$ cat config.mk
export PLATFORM = sky130hd
export DESIGN_NAME = irq_stat_unit
export DESIGN_NICKNAME = d
export VERILOG_FILES = /design/src/rtl/irqs_pkg.sv /design/src/rtl/irqs_ctrl.sv /design/src/rtl/irqs_dpath.sv /design/src/rtl/irq_stat_unit.sv
export SDC_FILE = /design/constraint.sdc
export NUM_CORES = 1
export LEC_CHECK = 0
export CAP_MARGIN = 20
export CORE_MARGIN = 2
export CORE_UTILIZATION = 30
export CTS_CLUSTER_DIAMETER = 150
export DETAILED_ROUTE_END_ITERATION = 10
export SYNTH_ARGS = -nofsm -noshare
export SYNTH_HDL_FRONTEND = slang
export SYNTH_HIERARCHICAL = 1
export SYNTH_SLANG_ARGS = --single-unit
$ cat constraint.sdc
create_clock -name clk -period 1.8 [get_ports clk]
set_input_delay 0.36 -clock clk [delete_from_list [all_inputs] [get_ports clk]]
set_output_delay 0.36 -clock clk [all_outputs]
set_load 0.02 [all_outputs]
$ cat src/rtl/irqs_pkg.sv
package irqs_pkg;
  localparam int NUM_SRC   = 8;
  localparam int NUM_LEVEL = 2;
  localparam int NUM_STICKY = NUM_SRC - NUM_LEVEL;
  localparam int ALWAYS_ON_BIT = NUM_SRC - 1;
  localparam logic [NUM_SRC-1:0] FORCE_EN = {1'b1, {(NUM_SRC-1){1'b0}}};

  typedef struct packed {
    logic               clrStat;
    logic               ldMask;
    logic [NUM_SRC-1:0] val;
  } regStrobe_t;
endpackage

$ cat src/rtl/irqs_ctrl.sv
module irqs_ctrl
  import irqs_pkg::*;
(
  input  logic               wrEn,
  input  logic               wrAddr,
  input  logic [NUM_SRC-1:0] wrData,
  output regStrobe_t         strobe
);
  localparam logic ADDR_STATUS = 1'b0;
  localparam logic ADDR_MASK   = 1'b1;

  always_comb begin
    strobe.clrStat = wrEn && (wrAddr == ADDR_STATUS);
    strobe.ldMask  = wrEn && (wrAddr == ADDR_MASK);
    strobe.val     = wrData;
  end
endmodule

$ cat src/rtl/irqs_dpath.sv
module irqs_dpath
  import irqs_pkg::*;
(
  input  logic                  clk,
  input  logic                  rstN,
  input  regStrobe_t            strobe,
  input  logic [NUM_STICKY-1:0] evtPulse,
  input  logic [NUM_LEVEL-1:0]  lvlReq,
  input  logic                  rdAddr,
  output logic [NUM_SRC-1:0]    rdData,
  output logic [NUM_SRC-1:0]    statusView,
  output logic [NUM_SRC-1:0]    maskView,
  output logic                  irqOut
);
  logic [NUM_STICKY-1:0] stickyQ;
  logic [NUM_SRC-1:0]    maskQ;
  logic [NUM_SRC-1:0]    effEnable;
  logic                  irqNext;

  genvar gi;
  generate
    for (gi = 0; gi < NUM_STICKY; gi++) begin : g_sticky
      always_ff @(posedge clk or negedge rstN) begin
        if (!rstN) begin
          stickyQ[gi] <= 1'b0;
        end else if (evtPulse[gi]) begin
          stickyQ[gi] <= 1'b1;
        end else if (strobe.clrStat && strobe.val[gi+NUM_LEVEL]) begin
          stickyQ[gi] <= 1'b0;
        end
      end
    end
  endgenerate

  always_ff @(posedge clk or negedge rstN) begin
    if (!rstN) begin
      maskQ <= '0;
    end else if (strobe.ldMask) begin
      maskQ <= strobe.val;
    end
  end

  always_comb begin
    statusView = {stickyQ, lvlReq};
    maskView   = maskQ;
    effEnable  = maskQ | FORCE_EN;
    irqNext    = |(statusView & effEnable);
    rdData     = rdAddr ? maskQ : statusView;
  end

  always_ff @(posedge clk or negedge rstN) begin
    if (!rstN) begin
      irqOut <= 1'b0;
    end else begin
      irqOut <= irqNext;
    end
  end
endmodule

$ cat src/rtl/irq_stat_unit.sv
module irq_stat_unit
  import irqs_pkg::*;
(
  input  logic                  clk,
  input  logic                  rstN,
  input  logic [NUM_STICKY-1:0] evtPulse,
  input  logic                  txDataReq,
  input  logic                  rxDataReq,
  input  logic                  wrEn,
  input  logic                  wrAddr,
  input  logic [NUM_SRC-1:0]    wrData,
  input  logic                  rdAddr,
  output logic [NUM_SRC-1:0]    rdData,
  output logic                  irqOut
);
  regStrobe_t         strobe;
  logic [NUM_SRC-1:0] statusView;
  logic [NUM_SRC-1:0] maskView;

  irqs_ctrl u_ctrl (
    .wrEn   (wrEn),
    .wrAddr (wrAddr),
    .wrData (wrData),
    .strobe (strobe)
  );

  irqs_dpath u_dpath (
    .clk        (clk),
    .rstN       (rstN),
    .strobe     (strobe),
    .evtPulse   (evtPulse),
    .lvlReq     ({txDataReq, rxDataReq}),
    .rdAddr     (rdAddr),
    .rdData     (rdData),
    .statusView (statusView),
    .maskView   (maskView),
    .irqOut     (irqOut)
  );
endmodule

==> out/results.tsv <==
metric	value	unit
setup bufs post-CTS	0	
Slew HR	84.81	%
CTS Root Cell	clkbuf_4	
filler cell count in the final layout	244	
Tightest Pin Transition	0.2278	ns
TritonCTS clock tree	yes	
syn nets	81	
H-tree Lvls	1	
starting density of the core	30.86	%
CP cell instances	clkdlybuf4s50_1 > mux2_2 > buf_4	
drt first pass iters	2	
Max VDD drop	0.0002817	V
synthesis warning total	6	
wire per inst	13.57	um
Post-Syn Instances	60	
Final #Nets	110	
Leakage	0.4168	nW
RSZ-0062 raised after global routing	no	
mapped cell area	750.7	um2
Final Skew	0.004186	ns
status	completed	
Hold WS	0.3897	ns
r2r endpoint	u_dpath/irqOut	
total track usage	12.11	%
die width	54.03	um
period utilization	88.38	%
Worst setup SP type	primary input	
Max Slew Vio Count	0	
Pwr Total	0.7934	mW
setup ws final	0.2091	ns
Slowest-stage cell, CP	clkdlybuf4s50_1	
utilization after layout	42.80	%
first-pass GRT wire length	2.490	mm
Setup crit end kind	primary output	
Clk pin slew, worst setup/hold paths	0.09	ns
Final ANT Viol Nets	0	
vias in the first global route	569	
DRC Markers	0	
max incr delay on CP	0.44	ns
Pwr Density	762.2	nW/um2
Sink Count	15	
Critical Path Fanout Max	2	
clk_lat worst skew	0.28	ns
die area	2919	um2
Critical Path RT	1.44	ns
R2R Path Start	u_dpath/maskView[4]	
gpl congestion	0.6816	
hold crit path type	in2async	
Critical Path Source	txDataReq	
Crit path max-delay family	buffers and inverters	
# rows	18	
crit path time final	1.591	ns
Arr. time, crit path	1.23	ns
1st-iter DRT viols	1	
core area	2432	um2
routed wire length	1.601	mm
worst path buffer plus inverter count	2	
CTS Buf Count	3	
Ports	30	
chip height	54.03	um
DP HPWL	1.202	mm
grt ovf	0	
setup TNS	0	ns
Fmax achieved	0.6286	GHz
IO buf count	29	
syn_area_per_cell	12.51	um2
antenna violations before repair	0	
DR vias	535	
max cap viols	0	
largest net degree at the start of global routing	16	
Via density	4.534	
number of cells on the worst reg-to-reg path	3	
r2r setup slk	0.78	ns
CP Class	in2out	
Max clock buf depth	2	
share of layout cells above drive strength 1	39.77	%
Final Hold Vio Count	0	
n_diodes	0	
Layout area overhead	38.67	%
Final Setup Violations	0	
pre-CTS setup slack	-0.4132	ns
==> metal layers <==
metal | share of wire (%) | track usage, %
met5 | 0 | 0
met4 | 1.2 | 7.500
met3 | 7.2 | 1.111
met2 | 46 | 19.72
met1 | 45 | 15.40
==> metrics by stage <==
step / cells / instance area (um2)
global placement: 114 / 1046
CTS: 118 / 1041
global route: 118 / 1041
detailed placement: 114 / 1046
floorplan: 60 / 750.7
finish: 118 / 1041
==> flip-flops by register name, indices dropped and copies added (netlist names) <==
| register | count |
|---|---|
| u_dpath/maskView | 8 |
| u_dpath/irqOut | 1 |
| u_dpath/statusView | 6 |
==> timing repair <==
action | 4_1_cts | 5_1_grt
gates resized for setup | 36 | 0
hold buffers | 0 | 0
setup endpoints to repair | 8 | 0
==> area by class of cell <==
class	instances	area [um2]	area share [%]
multi-input combinational	35	305.3	29.33
tap	30	37.54	3.606
clock buffer	4	26.28	2.524
timing repair buffer	34	296.5	28.49
sequential	15	375.4	36.06
==> worst max path at each step <==
| stage | endpoint | slack, ns | cells after the start |
|---|---|---|---|
| final | rdData[1] | 0.21 | 3 |
| after global routing | rdData[4] | 0.18 | 4 |
| after CTS | rdData[1] | 0.20 | 3 |
| after detailed placement | rdData[0] | -0.41 | 4 |
| after global placement | rdData[5] | -0.41 | 4 |
| after floorplan | rdData[0] | 0.52 | 2 |
==> cells in the final DEF, fill, tap and decap left out <==
cell type	instances
dlygate4sd2_1	1
a21oi_1	1
and2_2	1
a22o_1	1
a221oi_2	1
mux2_2	16
nand2_1	6
and2b_2	1
buf_4	4
buf_2	7
dfrtp_1	15
clkbuf_1	1
buf_6	2
clkdlybuf4s50_1	20
clkbuf_4	3
a21o_1	6
nand3_1	1
a22oi_1	1
==> worst reg2reg max path: cells and delay by family, from the launching register on <==
family / cells / cell delay (ns)
AOI/OAI and AO/OA: 2 / 0.42
DFF: 1 / 0.40
and+or+nand+nor: 1 / 0.09
==> report_power, final <==
part	total [mW]	internal [mW]	switching (mW)	leakage (nW)
clock network	0.196	0.0859	0.110	0.0150
registers	0.396	0.371	0.0252	0.159
logic	0.202	0.118	0.0837	0.242
total	0.793	0.575	0.219	0.417
(Power assumes the default switching activity.)
